$ cat config.mk
export PLATFORM = sky130hd
export DESIGN_NAME = disp_frame_decoder
export DESIGN_NICKNAME = d
export VERILOG_FILES = /design/src/rtl/disp_frame_pkg.sv /design/src/rtl/disp_frame_ctrl.sv /design/src/rtl/disp_frame_dp.sv /design/src/rtl/disp_frame_decoder.sv
export SDC_FILE = /design/constraint.sdc
export NUM_CORES = 1
export LEC_CHECK = 0
export ABC_AREA = 0
export BUFFER_PORTS_ARGS = -buffer_cell sky130_fd_sc_hd__buf_2
export CORE_MARGIN = 5
export CORE_UTILIZATION = 46
export DETAILED_ROUTE_END_ITERATION = 10
export PLACE_DENSITY_LB_ADDON = 0.15
export SLEW_MARGIN = 20
export SYNTH_ARGS = -nofsm -noshare
export SYNTH_HDL_FRONTEND = slang
export SYNTH_SLANG_ARGS = --single-unit
export TNS_END_PERCENT = 20
$ cat constraint.sdc
create_clock -name clk -period 1.7 [get_ports clk]
set_clock_uncertainty 0.15 [all_clocks]
set_input_delay 0.085 -clock clk [delete_from_list [all_inputs] [get_ports clk]]
set_output_delay 0.085 -clock clk [all_outputs]
set_load 0.02 [all_outputs]
$ cat src/rtl/disp_frame_pkg.sv
package disp_frame_pkg;
  typedef enum logic [1:0] {
    ST_HUNT,
    ST_HEADER,
    ST_PAYLOAD,
    ST_TAIL
  } rxState_e;

  typedef struct packed {
    logic loadAddr;
    logic writeData;
    logic endOk;
    logic endBad;
  } ctrlStrobe_t;
endpackage

$ cat src/rtl/disp_frame_ctrl.sv
module disp_frame_ctrl
  import disp_frame_pkg::*;
#(
  parameter int          DATA_W     = 8,
  parameter int          LEN_W      = 4,
  parameter logic [7:0]  START_BYTE = 8'h02,
  parameter logic [7:0]  END_BYTE   = 8'h03,
  parameter logic [3:0]  WR_TYPE    = 4'h9
) (
  input  logic              clk,
  input  logic              rstN,
  input  logic              rxValid,
  input  logic [DATA_W-1:0] rxData,
  output ctrlStrobe_t       strobe
);
  rxState_e         state;
  logic [LEN_W-1:0] remCnt;
  logic             isWrite;
  logic             firstPl;

  always_ff @(posedge clk) begin
    if (!rstN) begin
      state   <= ST_HUNT;
      remCnt  <= '0;
      isWrite <= 1'b0;
      firstPl <= 1'b0;
    end else if (rxValid) begin
      case (state)
        ST_HUNT: begin
          if (rxData == START_BYTE) state <= ST_HEADER;
        end
        ST_HEADER: begin
          isWrite <= (rxData[DATA_W-1 -: 4] == WR_TYPE);
          remCnt  <= rxData[LEN_W-1:0];
          firstPl <= 1'b1;
          state   <= (rxData[LEN_W-1:0] == '0) ? ST_TAIL : ST_PAYLOAD;
        end
        ST_PAYLOAD: begin
          firstPl <= 1'b0;
          remCnt  <= remCnt - 1'b1;
          if (remCnt == LEN_W'(1)) state <= ST_TAIL;
        end
        default: state <= ST_HUNT;
      endcase
    end
  end

  always_comb begin
    strobe.loadAddr  = rxValid && (state == ST_PAYLOAD) && isWrite && firstPl;
    strobe.writeData = rxValid && (state == ST_PAYLOAD) && isWrite && !firstPl;
    strobe.endOk     = rxValid && (state == ST_TAIL) && (rxData == END_BYTE);
    strobe.endBad    = rxValid && (state == ST_TAIL) && (rxData != END_BYTE);
  end

  // a non-start byte keeps the parser hunting
  a_r1_hunt_discard: assert property (@(posedge clk) disable iff (!rstN)
    (state == ST_HUNT && rxValid && rxData != START_BYTE) |=> (state == ST_HUNT));

  // idle cycles leave the parser untouched
  a_r8_idle_hold: assert property (@(posedge clk) disable iff (!rstN)
    !rxValid |=> ($stable(state) && $stable(remCnt) && $stable(firstPl)));

  // payload state always has bytes left to consume
  a_r2_payload_count: assert property (@(posedge clk) disable iff (!rstN)
    (state == ST_PAYLOAD) |-> (remCnt != '0));

  // zero-length header goes straight to the closing byte
  a_r10_zero_len: assert property (@(posedge clk) disable iff (!rstN)
    (state == ST_HEADER && rxValid && rxData[LEN_W-1:0] == '0) |=> (state == ST_TAIL));
endmodule

$ cat src/rtl/disp_frame_dp.sv
module disp_frame_dp
  import disp_frame_pkg::*;
#(
  parameter int DATA_W    = 8,
  parameter int MEM_DEPTH = 48,
  localparam int ADDR_W   = $clog2(MEM_DEPTH),
  localparam int PTR_W    = DATA_W + 1
) (
  input  logic              clk,
  input  logic              rstN,
  input  logic [DATA_W-1:0] rxData,
  input  ctrlStrobe_t       strobe,
  output logic              memWrEn,
  output logic [ADDR_W-1:0] memAddr,
  output logic [DATA_W-1:0] memData,
  output logic              pktDone,
  output logic              frameErr
);
  // one spare bit so stepping past 0xFF never wraps back into memory
  logic [PTR_W-1:0] wrPtr;
  logic             inRange;

  assign inRange = (wrPtr < PTR_W'(MEM_DEPTH));

  always_ff @(posedge clk) begin
    if (!rstN) begin
      wrPtr    <= '0;
      memWrEn  <= 1'b0;
      memAddr  <= '0;
      memData  <= '0;
      pktDone  <= 1'b0;
      frameErr <= 1'b0;
    end else begin
      memWrEn  <= strobe.writeData && inRange;
      pktDone  <= strobe.endOk;
      frameErr <= strobe.endBad;
      if (strobe.loadAddr) begin
        wrPtr <= {1'b0, rxData};
      end else if (strobe.writeData) begin
        if (!wrPtr[PTR_W-1]) wrPtr <= wrPtr + 1'b1;
        if (inRange) begin
          memAddr <= wrPtr[ADDR_W-1:0];
          memData <= rxData;
        end
      end
    end
  end

  // no write leaves the memory range
  a_r4_addr_range: assert property (@(posedge clk) disable iff (!rstN)
    memWrEn |-> (int'(memAddr) < MEM_DEPTH));

  // back-to-back writes step the address by one
  a_r3_step: assert property (@(posedge clk) disable iff (!rstN)
    (memWrEn && $past(memWrEn)) |-> (memAddr == $past(memAddr) + 1'b1));

  // written data is the byte received one cycle earlier
  a_r3_data: assert property (@(posedge clk) disable iff (!rstN)
    memWrEn |-> (memData == $past(rxData)));

  // a packet ends one way only
  a_r7_exclusive: assert property (@(posedge clk) disable iff (!rstN)
    !(pktDone && frameErr));
endmodule

$ cat src/rtl/disp_frame_decoder.sv
module disp_frame_decoder
  import disp_frame_pkg::*;
#(
  parameter int          DATA_W     = 8,
  parameter int          MEM_DEPTH  = 48,
  parameter logic [7:0]  START_BYTE = 8'h02,
  parameter logic [7:0]  END_BYTE   = 8'h03,
  parameter logic [3:0]  WR_TYPE    = 4'h9,
  localparam int ADDR_W = $clog2(MEM_DEPTH)
) (
  input  logic              clk,
  input  logic              rstN,
  input  logic              rxValid,
  input  logic [DATA_W-1:0] rxData,
  output logic              memWrEn,
  output logic [ADDR_W-1:0] memAddr,
  output logic [DATA_W-1:0] memData,
  output logic              pktDone,
  output logic              frameErr
);
  ctrlStrobe_t strobe;

  disp_frame_ctrl #(
    .DATA_W    (DATA_W),
    .LEN_W     (4),
    .START_BYTE(START_BYTE),
    .END_BYTE  (END_BYTE),
    .WR_TYPE   (WR_TYPE)
  ) ctrl_i (
    .clk    (clk),
    .rstN   (rstN),
    .rxValid(rxValid),
    .rxData (rxData),
    .strobe (strobe)
  );

  disp_frame_dp #(
    .DATA_W   (DATA_W),
    .MEM_DEPTH(MEM_DEPTH)
  ) dp_i (
    .clk     (clk),
    .rstN    (rstN),
    .rxData  (rxData),
    .strobe  (strobe),
    .memWrEn (memWrEn),
    .memAddr (memAddr),
    .memData (memData),
    .pktDone (pktDone),
    .frameErr(frameErr)
  );

  // done only follows a received closing byte
  a_r6_done_source: assert property (@(posedge clk) disable iff (!rstN)
    pktDone |-> ($past(rxValid) && $past(rxData) == END_BYTE));

  // nothing is reported without a byte the cycle before
  a_r8_no_spurious: assert property (@(posedge clk) disable iff (!rstN)
    !rxValid |=> (!memWrEn && !pktDone && !frameErr));
endmodule

Word level (Yosys, flattened, before mapping)
Index checks and enable logic that the tools add are counted.
W data, S select, Z words.
- register bits: 34
- output and inout bits: 17
- input port bits: 11
- muxes and demuxes: 9
- bitwise operators: 2
- equal/unequal tests: 11
- reductions and logical operators: 19
- magnitude comparators: 1
- add/subtract/negate cells: 2
- operator list (cell ; number):
    $eq A8 B2 Y1 const B ; 2
    $mux W8 ; 2
    $add A9 B1 Y9 const B ; 1
    $lt A9 B6 Y1 const B ; 1
    $mux W9 ; 1
    $logic_and A1 B1 Y1 ; 8
    $ne A8 B2 Y1 const B ; 1
    $pmux W4 S2 ; 1
    $pmux W2 S3 ; 1
    $reduce_and A2 Y1 ; 3
    $reduce_and A3 Y1 ; 2
    $eq A2 B2 Y1 const B ; 2
    $eq A4 B1 Y1 const B ; 1
    $eq A4 B4 Y1 const B ; 1
    $logic_not A4 Y1 ; 1
    $mux W2 ; 2
    $ne A2 B1 Y1 const B ; 2
    $reduce_bool A2 Y1 ; 2
    $sub A4 B1 Y4 const B ; 1
    $eq A2 B1 Y1 const B ; 1
    $logic_not A2 Y1 ; 1
    $ne A2 B2 Y1 const B ; 1
    $not A1 Y1 ; 2
    $pmux W1 S2 ; 1
    other kinds (3) ; 3

Longest topological paths before layout
- depth in word-level cells: 6
- depth in mapped cells: 8
- gate-level depth less buffers: 6

By module
A second synthesis with hierarchy kept.
- cell total of the unflattened synthesis: 198
- area, all modules: 1686.6 sq um
- modules (own cells, without submodules) (module ; cells an instance ; area an instance (sq um) ; instances ; sequential area each (sq um)):
    disp_frame_dp ; 124 ; 1118.6 ; 1 ; 520.5
    disp_frame_ctrl ; 74 ; 568.0 ; 1 ; 160.2

Worst setup path before layout
OpenSTA, ideal clock, no wires.
- path type: register to register
- start point: register ctrl_i.state[0]
- end point: register dp_i.wrPtr[8]
- library setup time: 0.079 ns
- data arrival time: 1.534 ns
- stages on the path, launching flop included: 7
- period minus slack after synthesis: 1.763 ns
- slack: -0.063 ns
- cell sequence: dfxtp_1 > inv_1 > ha_1 > buf_6 > nand3_4 > or4_4 > a211oi_2
- cells in the longest elaborated chain, start to end: 5
- ends and longest elaborated chain (what ; line ; RTL):
    start, declared ; disp_frame_ctrl.sv:16 ; rxState_e state;
    start signal, assigned ; disp_frame_ctrl.sv:36 ; state <= (rxData[LEN_W-1:0] == '0) ? ST_TAIL : ST_PAYLOAD;
    $eq A2 B2 Y1 (*) ; disp_frame_ctrl.sv:49, disp_frame_ctrl.sv:50 ;
    $logic_and A1 B1 Y1 (*) (2 in a row) ; disp_frame_ctrl.sv:49, disp_frame_ctrl.sv:50 ;
    $logic_and A1 B1 Y1 ; disp_frame_ctrl.sv:49 ; strobe.loadAddr = rxValid && (state == ST_PAYLOAD) && isWrite && firstPl;
    $reduce_or A2 Y1 (no source line) ; -- ;
    end signal, assigned ; disp_frame_dp.sv:38 ; wrPtr <= {1'b0, rxData};
    end signal, assigned ; disp_frame_dp.sv:40 ; if (!wrPtr[PTR_W-1]) wrPtr <= wrPtr + 1'b1;
    end, declared ; disp_frame_dp.sv:20 ; logic [PTR_W-1:0] wrPtr;
Mark *: on every way between the ends. The rest lies on a longest branch, timed or not.
A chain may end at the register's enable or synchronous reset.

Worst setup path after layout
- start point: register ctrl_i.state[1]
- end point: register ctrl_i.isWrite
- cells in the longest elaborated chain, start to end: 2
- ends and longest elaborated chain (what ; line ; RTL):
    $eq A2 B1 Y1 ; disp_frame_ctrl.sv:28 ; case (state)
    $reduce_and A2 Y1 (no source line) ; -- ;
    end signal, assigned ; disp_frame_ctrl.sv:33 ; isWrite <= (rxData[DATA_W-1 -: 4] == WR_TYPE);
    end, declared ; disp_frame_ctrl.sv:18 ; logic isWrite;
No other way between the ends.

==> metrics.txt <==
antenna violations before repair 0; vias per cell 5.56; Hold WC Path Type input pin to flop; ys flop type dfxtp_1; CP Max Fanout 3; crit path kind flop to flop; Tot Pwr 1.51 mW; DRT Wirelength 4470 um; Core Region 3660 sq um; RSZ-0062 raised after global routing yes; via count 1641; ant diodes 0; Syn. warnings 0; fin crit share 96.0%; Detailed Place HPWL 3190 um; asr flop ratio synth 0%; Top delay family on crit path simple AND/OR/NAND/NOR gates; pin count of the biggest net entering global routing 25; Max Fclk 0.613 GHz; register area share after synthesis 39.4%; width of the die 71.3 um; H-tree level count 2; Crit. End Element flop; Post-Synthesis Cells 200; drt pass-1 iters 4; num ports 28; most frequent cells in the layout dfxtp_1 (32), nor2_1 (27), buf_2 (25); Area Overhead vs Synth 28.7%; GPL Wtd Cong 0.855; Pleak 0.980 nW; vias in the first global route 1675; peak supply drop 0.388 mV; total clock sinks 34; number of synthesized flops with an enable pin 0; largest stage delay on the critical path 0.48 ns; Arr. time, crit path 1.71 ns; total CTS buffers 5; Post-route DRC 0; max-cap violations 0; minimum clock period 1.63 ns; post-route ant nets 0; DRT iter0 DRCs 100; worst slew pin tran 0.417 ns; Worst Setup Start Kind flop; Max Buffers Root-to-Sink 2; grt ovf 0; syn_nets 218; Final #Nets 264; Worst Path Buf+Inv 2; die height 71.3 um; fillers 325; top post-synthesis cells by area dfxtp_1 (39%), mux2i_1 (9.8%), nor2_1 (6.1%); All-Layer GR Usage 18.7%; site row count 22; Crit path required time 1.78 ns; fin cells 295; # placed instances 277; clock root cell clkbuf_8; critical path cell sequence buf_4 -> inv_1 -> ha_2 -> nand2_1 -> or4_1 -> a21oi_1; Max Slew Vio Count 0; share of the synthesized area in the top cell type 39.4%; Avg Inst Size Synth 8.64 sq um; slowest cell on the critical path or4_1; Final Hold Fails 0; Final setup viols 0; PwrDens 678 nW/um^2; share of cells above drive strength 1 27.5%; routed len/inst 15.1 um; Worst-path clk slew 0.07 ns; clock latency on the worst-skew pair 0.29 ns; Port-buffer cells 27; max_slew headroom 72.1%; leading cell type in the layout, fill and taps excluded dfxtp_1; die footprint 5080 sq um; first-pass GRT wire length 7530 um; Distinct cells, synth 39; status finished clean; Initial Util 47.2%; Synth area leader dfxtp_1; synthesized flop and latch total 34; mapped cell area 1730 sq um; CTS tree built
routing by layer:
layer / track usage (%) / up-vias / wire, um
met5: 0 / - / 0
met4: 10.4 / 0 / 150
met3: 4.91 / 16 / 243
met2: 32.9 / 44 / 2250
met1: 20.2 / 779 / 1820
li1: - / 802 / -
area by class of cell:
type	instances	area, sq um	share of cell area, %
repair buffers	50	353	15.9
multi-input cells	144	991	44.6
clock inverters	2	12.5	0.563
inverters	11	41.3	1.86
clock buffers	6	82.6	3.71
well taps	48	60.1	2.70
flip-flops and latches	34	683	30.7
tightest hold or removal path, stage by stage:
cell and delay [ns]:
buf_2 0.13, nand2_1 0.05, or4_1 0.09, a21oi_1 0.05
cell families (layout without fill, tap and decap cells):
| logic type | Yosys count | after routing | synth area share [%] |
|---|---|---|---|
| AO/OA/AOI/OAI | 43 | 43 | 15.9 |
| adder cells (fa/ha/maj) | 7 | 7 | 5.07 |
| buffers and inverters | 22 | 69 | 6.01 |
| flip-flops | 34 | 34 | 39.4 |
| multiplexers | 18 | 18 | 10.5 |
| AND/OR/NAND/NOR | 76 | 76 | 23.1 |
registers in the layout, summed over array words and instances (netlist names):
register,flops
ctrl_i.isWrite,1
dp_i.memAddr,6
ctrl_i.remCnt,4
dp_i.frameErr,1
dp_i.wrPtr,9
dp_i.memData,8
dp_i.memWrEn,1
dp_i.pktDone,1
ctrl_i.firstPl,1
ctrl_i.state,2
final timing paths:
check | startpoint | endpoint | slack (ns) | cells after the start
min | rxData[7] | ctrl_i.isWrite | 0.03 | 4
max reg2reg | ctrl_i.state[1] | ctrl_i.isWrite | 0.07 | 6
min reg2reg | ctrl_i.remCnt[3] | ctrl_i.remCnt[3] | 0.35 | 2
max | ctrl_i.state[1] | ctrl_i.isWrite | 0.07 | 6
per-stage QoR:
stage / hold slack (ns) / util (%) / area [sq um] / setup slack, ns / setup TNS, ns
detailed placement: 0.237 / 53.6 / 1960 / 0.000567 / 0
finish: 0.0288 / 60.7 / 2220 / 0.0688 / 0
floorplan: 0.0359 / - / 1730 / 0.0221 / 0
global route: 0.0498 / 60.7 / 2220 / -0.0216 / -0.0245
CTS: 0.0216 / 59.9 / 2190 / 0.0118 / 0
global placement: 0.233 / 53.6 / 1960 / 0.0692 / 0
cells in the mapped netlist, drive strengths merged, types with 2 or more instances:
cell type / instances
and3: 3
nand3: 7
nand4: 5
a22o: 2
o221a: 2
ha: 7
clkbuf: 5
dfxtp: 34
a21oi: 16
or4: 2
nor2b: 2
nor3: 8
inv: 11
a31oi: 2
a22oi: 2
a211oi: 2
mux2i: 17
nor4: 2
buf: 6
nor2: 28
o21ai: 11
nand2: 15
what timing repair did:
action | in CTS | in global routing
hold endpoints to repair | 15 | 0
hold buffers | 11 | 0
pin swaps | 0 | 3
setup buffers | 2 | 0
gates resized for setup | 0 | 14
setup endpoints to repair | 3 | 16
report_power, final:
| part | switching, mW | internal (mW) | total (mW) | leakage, nW |
|---|---|---|---|---|
| registers | 0.000395 | 0.796 | 0.797 | 0.275 |
| logic | 0.0474 | 0.0328 | 0.0803 | 0.658 |
| clock network | 0.306 | 0.325 | 0.631 | 0.0472 |
| total | 0.353 | 1.15 | 1.51 | 0.980 |
Note: power is estimated with default switching activity, not from simulation.
